--- src/rtl/spi_irq_pkg.sv ---
package spi_irq_pkg;
  localparam int STAT_W = 7;

  localparam int BIT_MODF   = 1;
  localparam int BIT_TXOW   = 2;
  localparam int BIT_TXFULL = 3;
  localparam int BIT_RXNE   = 4;

  // which status bits hold until cleared, and which follow live state
  localparam logic [STAT_W-1:0] STICKY_BITS = 7'b000_0110;
  localparam logic [STAT_W-1:0] LIVE_BITS   = 7'b001_1000;

  typedef enum logic [2:0] {
    REG_STAT  = 3'd0,
    REG_IEN   = 3'd1,
    REG_IDIS  = 3'd2,
    REG_IMASK = 3'd3,
    REG_THR   = 3'd4,
    REG_RXD   = 3'd5
  } reg_sel_e;
endpackage

--- src/rtl/spi_irq_thresh.sv ---
module spi_irq_thresh #(
  parameter int THR_W = 4
) (
  input  logic             clk_i,
  input  logic             rst_ni,
  input  logic             wr_i,
  input  logic [THR_W-1:0] wdata_i,
  output logic [THR_W-1:0] thr_o
);
  always_ff @(posedge clk_i or negedge rst_ni) begin
    if (!rst_ni)   thr_o <= THR_W'(1);
    else if (wr_i) thr_o <= wdata_i;
  end
endmodule

--- src/rtl/spi_irq_status.sv ---
module spi_irq_status
  import spi_irq_pkg::*;
#(
  parameter int FIFO_DEPTH = 16,
  parameter int LVL_W      = 5,
  parameter int THR_W      = 4
) (
  input  logic              clk_i,
  input  logic              rst_ni,
  input  logic [STAT_W-1:0] clr_i,
  input  logic              mode_fault_i,
  input  logic [LVL_W-1:0]  tx_level_i,
  input  logic [LVL_W-1:0]  rx_level_i,
  input  logic [THR_W-1:0]  thr_i,
  output logic [STAT_W-1:0] stat_o
);
  logic [STAT_W-1:0] cond;

  always_comb begin
    cond             = '0;
    cond[BIT_MODF]   = mode_fault_i;
    cond[BIT_TXOW]   = tx_level_i < LVL_W'(thr_i);
    cond[BIT_TXFULL] = tx_level_i == LVL_W'(FIFO_DEPTH);
    cond[BIT_RXNE]   = rx_level_i != '0;
  end

  for (genvar i = 0; i < STAT_W; i++) begin : g_bit
    if (STICKY_BITS[i]) begin : g_sticky
      always_ff @(posedge clk_i or negedge rst_ni) begin
        if (!rst_ni)       stat_o[i] <= 1'b0;
        else if (cond[i])  stat_o[i] <= 1'b1;  // set beats clear
        else if (clr_i[i]) stat_o[i] <= 1'b0;
      end
    end else if (LIVE_BITS[i]) begin : g_live
      always_ff @(posedge clk_i or negedge rst_ni) begin
        if (!rst_ni) stat_o[i] <= 1'b0;
        else         stat_o[i] <= cond[i];
      end
    end else begin : g_rsvd
      assign stat_o[i] = 1'b0;
    end
  end

  logic unused_clr;
  assign unused_clr = ^(clr_i & ~STICKY_BITS);
endmodule

--- src/rtl/spi_irq_mask.sv ---
module spi_irq_mask
  import spi_irq_pkg::*;
(
  input  logic              clk_i,
  input  logic              rst_ni,
  input  logic              en_wr_i,
  input  logic              dis_wr_i,
  input  logic [STAT_W-1:0] wdata_i,
  input  logic [STAT_W-1:0] stat_i,
  output logic [STAT_W-1:0] mask_o,
  output logic              irq_o
);
  always_ff @(posedge clk_i or negedge rst_ni) begin
    if (!rst_ni)       mask_o <= '0;
    else if (en_wr_i)  mask_o <= mask_o | wdata_i;
    else if (dis_wr_i) mask_o <= mask_o & ~wdata_i;
  end

  always_ff @(posedge clk_i or negedge rst_ni) begin
    if (!rst_ni) irq_o <= 1'b0;
    else         irq_o <= |(stat_i & mask_o);
  end
endmodule

--- src/rtl/spi_irq_unit.sv ---
module spi_irq_unit
  import spi_irq_pkg::*;
#(
  parameter int FIFO_DEPTH = 16,
  parameter int DATA_W     = 16,
  parameter int RXD_W      = 8,
  localparam int THR_W     = $clog2(FIFO_DEPTH),
  localparam int LVL_W     = $clog2(FIFO_DEPTH + 1)
) (
  input  logic              clk_i,
  input  logic              rst_ni,
  input  logic [2:0]        reg_addr_i,
  input  logic              reg_wr_i,
  input  logic              reg_rd_i,
  input  logic [DATA_W-1:0] reg_wdata_i,
  output logic [DATA_W-1:0] reg_rdata_o,
  input  logic [LVL_W-1:0]  tx_level_i,
  input  logic [LVL_W-1:0]  rx_level_i,
  input  logic [RXD_W-1:0]  rx_data_i,
  input  logic              mode_fault_i,
  output logic              rx_pop_o,
  output logic              irq_o
);
  logic [STAT_W-1:0] stat_q, mask_q, clr_vec;
  logic [THR_W-1:0]  thr_q;
  logic              wr_stat, wr_en, wr_dis, wr_thr;

  assign wr_stat = reg_wr_i && reg_addr_i == REG_STAT;
  assign wr_en   = reg_wr_i && reg_addr_i == REG_IEN;
  assign wr_dis  = reg_wr_i && reg_addr_i == REG_IDIS;
  assign wr_thr  = reg_wr_i && reg_addr_i == REG_THR;
  assign clr_vec = wr_stat ? reg_wdata_i[STAT_W-1:0] : '0;

  spi_irq_thresh #(.THR_W(THR_W)) u_thr (
    .clk_i   (clk_i),
    .rst_ni  (rst_ni),
    .wr_i    (wr_thr),
    .wdata_i (reg_wdata_i[THR_W-1:0]),
    .thr_o   (thr_q)
  );

  spi_irq_status #(
    .FIFO_DEPTH (FIFO_DEPTH),
    .LVL_W      (LVL_W),
    .THR_W      (THR_W)
  ) u_stat (
    .clk_i        (clk_i),
    .rst_ni       (rst_ni),
    .clr_i        (clr_vec),
    .mode_fault_i (mode_fault_i),
    .tx_level_i   (tx_level_i),
    .rx_level_i   (rx_level_i),
    .thr_i        (thr_q),
    .stat_o       (stat_q)
  );

  spi_irq_mask u_mask (
    .clk_i    (clk_i),
    .rst_ni   (rst_ni),
    .en_wr_i  (wr_en),
    .dis_wr_i (wr_dis),
    .wdata_i  (reg_wdata_i[STAT_W-1:0]),
    .stat_i   (stat_q),
    .mask_o   (mask_q),
    .irq_o    (irq_o)
  );

  always_comb begin
    reg_rdata_o = '0;
    unique case (reg_addr_i)
      REG_STAT:  reg_rdata_o = DATA_W'(stat_q);
      REG_IMASK: reg_rdata_o = DATA_W'(mask_q);
      REG_THR:   reg_rdata_o = DATA_W'(thr_q);
      REG_RXD:   reg_rdata_o = DATA_W'(rx_data_i);
      default:   reg_rdata_o = '0;
    endcase
  end

  assign rx_pop_o = reg_rd_i && reg_addr_i == REG_RXD;

  logic unused_wdata;
  assign unused_wdata = ^reg_wdata_i;
endmodule

--- config.mk ---
export PLATFORM = sky130hd
export DESIGN_NAME = spi_irq_unit
export DESIGN_NICKNAME = d
export VERILOG_FILES = /design/src/rtl/spi_irq_pkg.sv /design/src/rtl/spi_irq_thresh.sv /design/src/rtl/spi_irq_status.sv /design/src/rtl/spi_irq_mask.sv /design/src/rtl/spi_irq_unit.sv
export SDC_FILE = /design/constraint.sdc
export NUM_CORES = 1
export LEC_CHECK = 0
export ABC_AREA = 1
export BUFFER_PORTS_ARGS = -buffer_cell sky130_fd_sc_hd__buf_2
export CORE_UTILIZATION = 49
export CTS_BUF_LIST = sky130_fd_sc_hd__clkbuf_4
export CTS_CLUSTER_DIAMETER = 100
export DETAILED_ROUTE_END_ITERATION = 10
export GPL_TIMING_DRIVEN = 0
export PLACE_DENSITY = 0.87
export SLEW_MARGIN = 5
export SYNTH_ARGS = -nofsm -noshare
export SYNTH_HDL_FRONTEND = slang
export SYNTH_SLANG_ARGS = --single-unit
--- constraint.sdc ---
create_clock -name clk_i -period 2.35 [get_ports clk_i]
set_input_delay 0.3525 -clock clk_i [delete_from_list [all_inputs] [get_ports clk_i]]
set_output_delay 0.3525 -clock clk_i [all_outputs]
set_load 0.05 [all_outputs]
Word level (Yosys, flattened, before mapping)
Index checks and enable logic that the tools add are counted.

Register bits: 16. Logic and storage cells: 37. Output and inout bits: 18. Input bits: 42.

Muxes and demuxes: 8. $lt $le $gt $ge: 1. Bitwise operators: 4. Eq/ne operators: 6. Reduce and logical (&&, ||, !) cells: 11.

Operators with widths (number): one-hot mux 8 bit (4 select lines) (1); 2-to-1 mux 7 bit (2); bitwise AND 5 x 7 -> 7 bit (1); bitwise AND 7 bit (1); inverter 7 bit (1); OR 7 bit (1); OR reduction 7 bit (1); == test 3 x 2 -> 1 bit (second input constant) (2); == test 3 bit (second input constant) (2); nonzero test 2 bit (3); == test 5 bit (second input constant) (1); logical AND 1 bit (5); less-than comparator 5 x 4 -> 1 bit (1); nonzero test 5 bit (1); 2-to-1 mux 1 bit (4); == test 3 x 1 -> 1 bit (second input constant) (1); zero test 3 bit (1); 2-to-1 mux 3 bit (1).

Depth between registers and ports, before layout
Depth after elaboration: 5. Depth in mapped cells: 7. Gate-level depth less buffers: 7.

Hierarchy
A second synthesis with hierarchy kept.

Cells, all modules: 196. Area total of the unflattened synthesis: 1249.9 um2.

By module, submodules not included: spi_irq_unit (cells an instance 91, instances 1, sequential area each 0.0 um2, area an instance 467.9 um2); spi_irq_mask (cells an instance 50, instances 1, sequential area each 200.2 um2, area an instance 357.8 um2); spi_irq_status (cells an instance 38, instances 1, sequential area each 100.1 um2, area an instance 274.0 um2); spi_irq_thresh (cells an instance 17, instances 1, sequential area each 101.3 um2, area an instance 150.1 um2).

Least setup slack after synthesis
OpenSTA, ideal clock, no wires.

Kind: in2out. From: input reg_addr_i[1]. To: output reg_rdata_o[7]. Stages on the path: 5. Path slack: 617 ps. Data arrival time: 1380 ps. Data required time: 1997 ps. Buffers on the path: 0. Cells stage by stage: inv_1 nand2_1 nor2_4 inv_2 nor2_1.

Longest elaborated chain between the ends: 2. Elaborated cells on any way between the ends: 5. Classes of those cells: eq/ne: 3; mux: 1; reduce/logical: 1.

Ends and longest elaborated chain: start: declaration (line spi_irq_unit.sv:12) `input logic [2:0] reg_addr_i,`; == test 3 bit, or another cell as far along (line spi_irq_unit.sv:70) `unique case (reg_addr_i)`; one-hot mux 8 bit (4 select lines) (*) (line spi_irq_unit.sv:70); end: declaration (line spi_irq_unit.sv:16) `output logic [DATA_W-1:0] reg_rdata_o,`.

Mark *: on every way between the ends. The rest lies on a longest branch, timed or not.

Worst setup path after layout
From: input reg_addr_i[1]. To: output reg_rdata_o[1].

Same word-level chain as after synthesis.

==> impl_results.html <==
<table>
<tr><th>Metric</th><th>Value</th></tr>
<tr><th colspan="2">Status</th></tr>
<tr><td>Outcome</td><td>completed</td></tr>
<tr><th colspan="2">Critical path</th></tr>
<tr><td>Critical path data arrival time</td><td>1.51 ns</td></tr>
<tr><td>Internal reg-to-reg setup slack</td><td>1.15 ns</td></tr>
<tr><td>Cell with the largest stage delay on the worst path</td><td>sky130_fd_sc_hd__nor2_4</td></tr>
<tr><td>Worst path cell trace</td><td>buf_2, inv_1, nand2_1, nor2_4, nand2_1, nand2_1, inv_1, nand2_1, buf_2</td></tr>
<tr><td>Most common cell type on the critical path</td><td>sky130_fd_sc_hd__nand2_1</td></tr>
<tr><td>WP data required</td><td>2.00 ns</td></tr>
<tr><td>Kind of end point of the critical path</td><td>output pin</td></tr>
<tr><td>Startpoint type of the worst setup path</td><td>input port</td></tr>
<tr><td>Worst flop-to-flop path endpoint</td><td>u_stat.stat_o[2]</td></tr>
<tr><td>Number of cells on the worst reg-to-reg path</td><td>7</td></tr>
<tr><td>Cell class contributing the biggest share of worst-path delay</td><td>simple AND/OR/NAND/NOR gates</td></tr>
<tr><td>Top fanout value on the critical path</td><td>9</td></tr>
<tr><td>Startpoint of the lowest-slack register-to-register path</td><td>u_thr.thr_o[3]</td></tr>
<tr><td>Crit-path max cell delay</td><td>0.28 ns</td></tr>
<tr><td>Buffer and inverter count on the worst path</td><td>4</td></tr>
<tr><td>Crit path kind</td><td>input port to output pin</td></tr>
<tr><th colspan="2">Power</th></tr>
<tr><td>Internal power</td><td>485 uW</td></tr>
<tr><td>Part of the power in registers</td><td>0.447</td></tr>
<tr><td>Sw frac</td><td>0.383</td></tr>
<tr><td>Leakage</td><td>0.000813 uW</td></tr>
<tr><td>Peak ir drop on the vdd network</td><td>0.000385 V</td></tr>
<tr><td>Proportion of power drawn by the clock network</td><td>0.207</td></tr>
<tr><td>Power density over the cells</td><td>566 nW/um2</td></tr>
<tr><td>Part of the power in combinational logic</td><td>0.347</td></tr>
<tr><td>Switching power</td><td>301 uW</td></tr>
<tr><th colspan="2">Global route</th></tr>
<tr><td>Wire length of the first global-routing pass</td><td>4250 um</td></tr>
<tr><td>GRT Overall Usage</td><td>0.224</td></tr>
<tr><td>Congestion Overflow GR</td><td>0</td></tr>
<tr><td>Vias in the first global route</td><td>1038</td></tr>
<tr><td>Number of antenna violations at the first check in global routing</td><td>0</td></tr>
<tr><td>Maximum number of pins on one net before global-route repair</td><td>17</td></tr>
<tr><th colspan="2">Synthesis</th></tr>
<tr><td>Synth unique cells</td><td>20</td></tr>
<tr><td>Leading post-synthesis cells by cell area</td><td>sky130_fd_sc_hd__dfrtp_1 35%, sky130_fd_sc_hd__nand2_1 26%, sky130_fd_sc_hd__inv_1 5.9%</td></tr>
<tr><td>Summed instance area of the synthesized netlist</td><td>1080 um2</td></tr>
<tr><td>Mapped Cells</td><td>158</td></tr>
<tr><td>Average cell area after synthesis</td><td>6.83 um2</td></tr>
<tr><td>Library cell with the largest summed area after synthesis</td><td>sky130_fd_sc_hd__dfrtp_1</td></tr>
<tr><td>Sequential-to-total area share from yosys stat</td><td>0.372</td></tr>
<tr><td>Area share of the largest cell type after synthesis</td><td>0.348</td></tr>
<tr><td>Yosys reg bits</td><td>16</td></tr>
<tr><td>Ys Warns</td><td>0</td></tr>
<tr><th colspan="2">Timing</th></tr>
<tr><td>Total count of max-transition violations in the final report</td><td>0</td></tr>
<tr><td>Final worst slack</td><td>0.488 ns</td></tr>
<tr><td>Final Critical Period</td><td>1.86 ns</td></tr>
<tr><td>Worst hold slack across all endpoints</td><td>0.235 ns</td></tr>
<tr><td>Final Hold Vio Count</td><td>0</td></tr>
<tr><td>Share of the clock period used by the worst path</td><td>0.792</td></tr>
<tr><td>Final-report setup violation count</td><td>0</td></tr>
<tr><td>Unrepaired setup endpoints after global routing</td><td>false</td></tr>
<tr><td>Accumulated negative setup slack</td><td>0 ns</td></tr>
<tr><td>Max Clock Skew</td><td>0.00631 ns</td></tr>
<tr><td>Fmax</td><td>537 MHz</td></tr>
<tr><th colspan="2">Place</th></tr>
<tr><td>Placed Instances</td><td>234</td></tr>
<tr><td>Weighted congestion reported at the end of routability-driven placement</td><td>0.806</td></tr>
<tr><td>Cell Area, Placed</td><td>1350 um2</td></tr>
<tr><td>Pre-CTS setup slack</td><td>0.506 ns</td></tr>
<tr><td>Number of I/O port buffers</td><td>42</td></tr>
<tr><td>DPL Wire Length</td><td>2070 um</td></tr>
<tr><th colspan="2">Clock tree</th></tr>
<tr><td>Total CTS buffers</td><td>3</td></tr>
<tr><td>Clk slew on worst S/H paths</td><td>0.08 ns</td></tr>
<tr><td>Number of hold-repair buffers added at the cts stage</td><td>1</td></tr>
<tr><td>CTS root buffer</td><td>sky130_fd_sc_hd__clkbuf_4</td></tr>
<tr><td>Clock tree buffer depth</td><td>2</td></tr>
<tr><td>Clock tree sinks</td><td>16</td></tr>
<tr><td>Source-to-sink clock delay at the later pin of the worst-skew pair</td><td>0.29 ns</td></tr>
<tr><td>Number of H-tree levels</td><td>1</td></tr>
<tr><td>Post CTS Setup Buffer Count</td><td>0</td></tr>
<tr><td>Resized Gates After CTS</td><td>0</td></tr>
<tr><td>CTS tree</td><td>yes</td></tr>
<tr><th colspan="2">Cells and area</th></tr>
<tr><td>Final Instance Count excl. Fillers</td><td>239</td></tr>
<tr><td>Ant. Diodes</td><td>0</td></tr>
<tr><td>Share of final-layout standard cells stronger than drive strength 1</td><td>0.302</td></tr>
<tr><td>Cell area after layout</td><td>1390 um2</td></tr>
<tr><td>Area grow syn2layout</td><td>28.8%</td></tr>
<tr><td>Final #Nets</td><td>258</td></tr>
<tr><td>Most frequent cells in the layout</td><td>74 x sky130_fd_sc_hd__nand2_1, 42 x sky130_fd_sc_hd__buf_2, 17 x sky130_fd_sc_hd__inv_1</td></tr>
<tr><td>Most common cell after layout, fill and taps aside</td><td>sky130_fd_sc_hd__nand2_1</td></tr>
<tr><th colspan="2">Die</th></tr>
<tr><td>Die outline area</td><td>2390 um2</td></tr>
<tr><td>Effective utilization at floorplan</td><td>0.533</td></tr>
<tr><td>Die span in y</td><td>48.9 um</td></tr>
<tr><td>Width of the chip</td><td>48.9 um</td></tr>
<tr><td>Core Footprint</td><td>2020 um2</td></tr>
<tr><td>Placement Rows</td><td>16</td></tr>
<tr><td>Number of I/O pins</td><td>60</td></tr>
<tr><th colspan="2">Worst hold path</th></tr>
<tr><td>Endpoint, Worst Hold</td><td>u_stat.stat_o[3]</td></tr>
<tr><td>Instance count along the most critical hold path</td><td>2</td></tr>
<tr><td>Class of the tightest hold or removal check</td><td>input port to flip-flop</td></tr>
<tr><td>Source of the worst hold timing path</td><td>tx_level_i[1]</td></tr>
<tr><th colspan="2">Route</th></tr>
<tr><td>Drt initial violations</td><td>24</td></tr>
<tr><td>DR DRC count</td><td>0</td></tr>
<tr><td>Routed length per placed instance</td><td>10.6 um</td></tr>
<tr><td>DR vias/cell</td><td>4.92</td></tr>
<tr><td>DR pass1 iterations</td><td>5</td></tr>
<tr><td>Routed vias</td><td>1176</td></tr>
<tr><td>Total Routed Length</td><td>2540 um</td></tr>
<tr><td>Number of nets with antenna violations after routing</td><td>0</td></tr>
<tr><th colspan="2">Run</th></tr>
<tr><td>Reported max-cap violation count</td><td>0</td></tr>
</table>
-- through the flow --
stage               power, uW  utilization
floorplan                 544            -
global placement          616        0.667
detailed placement        626        0.667
CTS                       784        0.687
global route              832        0.687
finish                    786        0.687
-- worst reg2reg max path, cell delays in order (launching register included) --
cell and delay, ns:
sky130_fd_sc_hd__dfrtp_1 0.39, sky130_fd_sc_hd__inv_1 0.06, sky130_fd_sc_hd__ha_1 0.29, sky130_fd_sc_hd__inv_1 0.04, sky130_fd_sc_hd__nor2_1 0.09, sky130_fd_sc_hd__nand3b_1 0.09
sky130_fd_sc_hd__nand3_1 0.08, sky130_fd_sc_hd__nand2_1 0.06
-- cell families after synthesis --
logic type | synth area share
AO/OA/AOI/OAI | 0.00696
adder cells (fa/ha/maj) | 0.0348
buffers and inverters | 0.122
other | 0.00348
AND/OR/NAND/NOR | 0.461
flip-flops | 0.372
-- worst max-delay path by stage --
stage / startpoint / to / cells after the start
2_1_floorplan: reg_addr_i[1] / reg_rdata_o[7] / 5
6_report: reg_addr_i[1] / reg_rdata_o[1] / 9
3_5_place_dp: reg_addr_i[1] / reg_rdata_o[1] / 9
5_1_grt: reg_addr_i[1] / reg_rdata_o[1] / 9
3_3_place_gp: reg_addr_i[1] / reg_rdata_o[1] / 9
4_1_cts: reg_addr_i[1] / reg_rdata_o[1] / 9
-- per-layer routing --
layer  up-vias  part of all wire  global-route usage
met1       516              0.43               0.291
met2        71              0.47               0.396
li1        585                 -                   -
met5         -                 0                   0
met4         0            0.0095              0.0588
met3         4             0.092              0.0249
-- cells in the mapped netlist --
cell	count
sky130_fd_sc_hd__nand2_1	74
sky130_fd_sc_hd__inv_1	17
sky130_fd_sc_hd__dfrtp_1	15
sky130_fd_sc_hd__nand3_1	12
sky130_fd_sc_hd__buf_4	8
sky130_fd_sc_hd__nand4_1	8
sky130_fd_sc_hd__nor2_1	6
sky130_fd_sc_hd__ha_1	3
sky130_fd_sc_hd__inv_2	2
sky130_fd_sc_hd__nor2_2	2
sky130_fd_sc_hd__nor2_4	2
sky130_fd_sc_hd__a21o_1	1
sky130_fd_sc_hd__conb_1	1
sky130_fd_sc_hd__dfstp_2	1
sky130_fd_sc_hd__nand2_2	1
sky130_fd_sc_hd__nand3_2	1
sky130_fd_sc_hd__nand3b_1	1
sky130_fd_sc_hd__nor3_1	1
sky130_fd_sc_hd__nor3_4	1
sky130_fd_sc_hd__nor4_1	1
-- power groups by stage --
stage | logic (uW) | registers [uW] | clock network [uW]
after floorplan | 178 | 366 | 0
after global placement | 262 | 354 | 0
after detailed placement | 271 | 355 | 0
after CTS | 273 | 350 | 161
after global routing | 302 | 355 | 176
final | 273 | 351 | 162
-- final cells by class --
type | count | area, um2
well taps | 27 | 33.8
repair buffers | 43 | 220
fillers | 177 | 633
flip-flops and latches | 16 | 402
multi-input cells | 122 | 572
inverters | 19 | 71.3
plain buffers | 8 | 60.1
clock buffers | 4 | 30.0
Power figures use the tool's default switching activity.
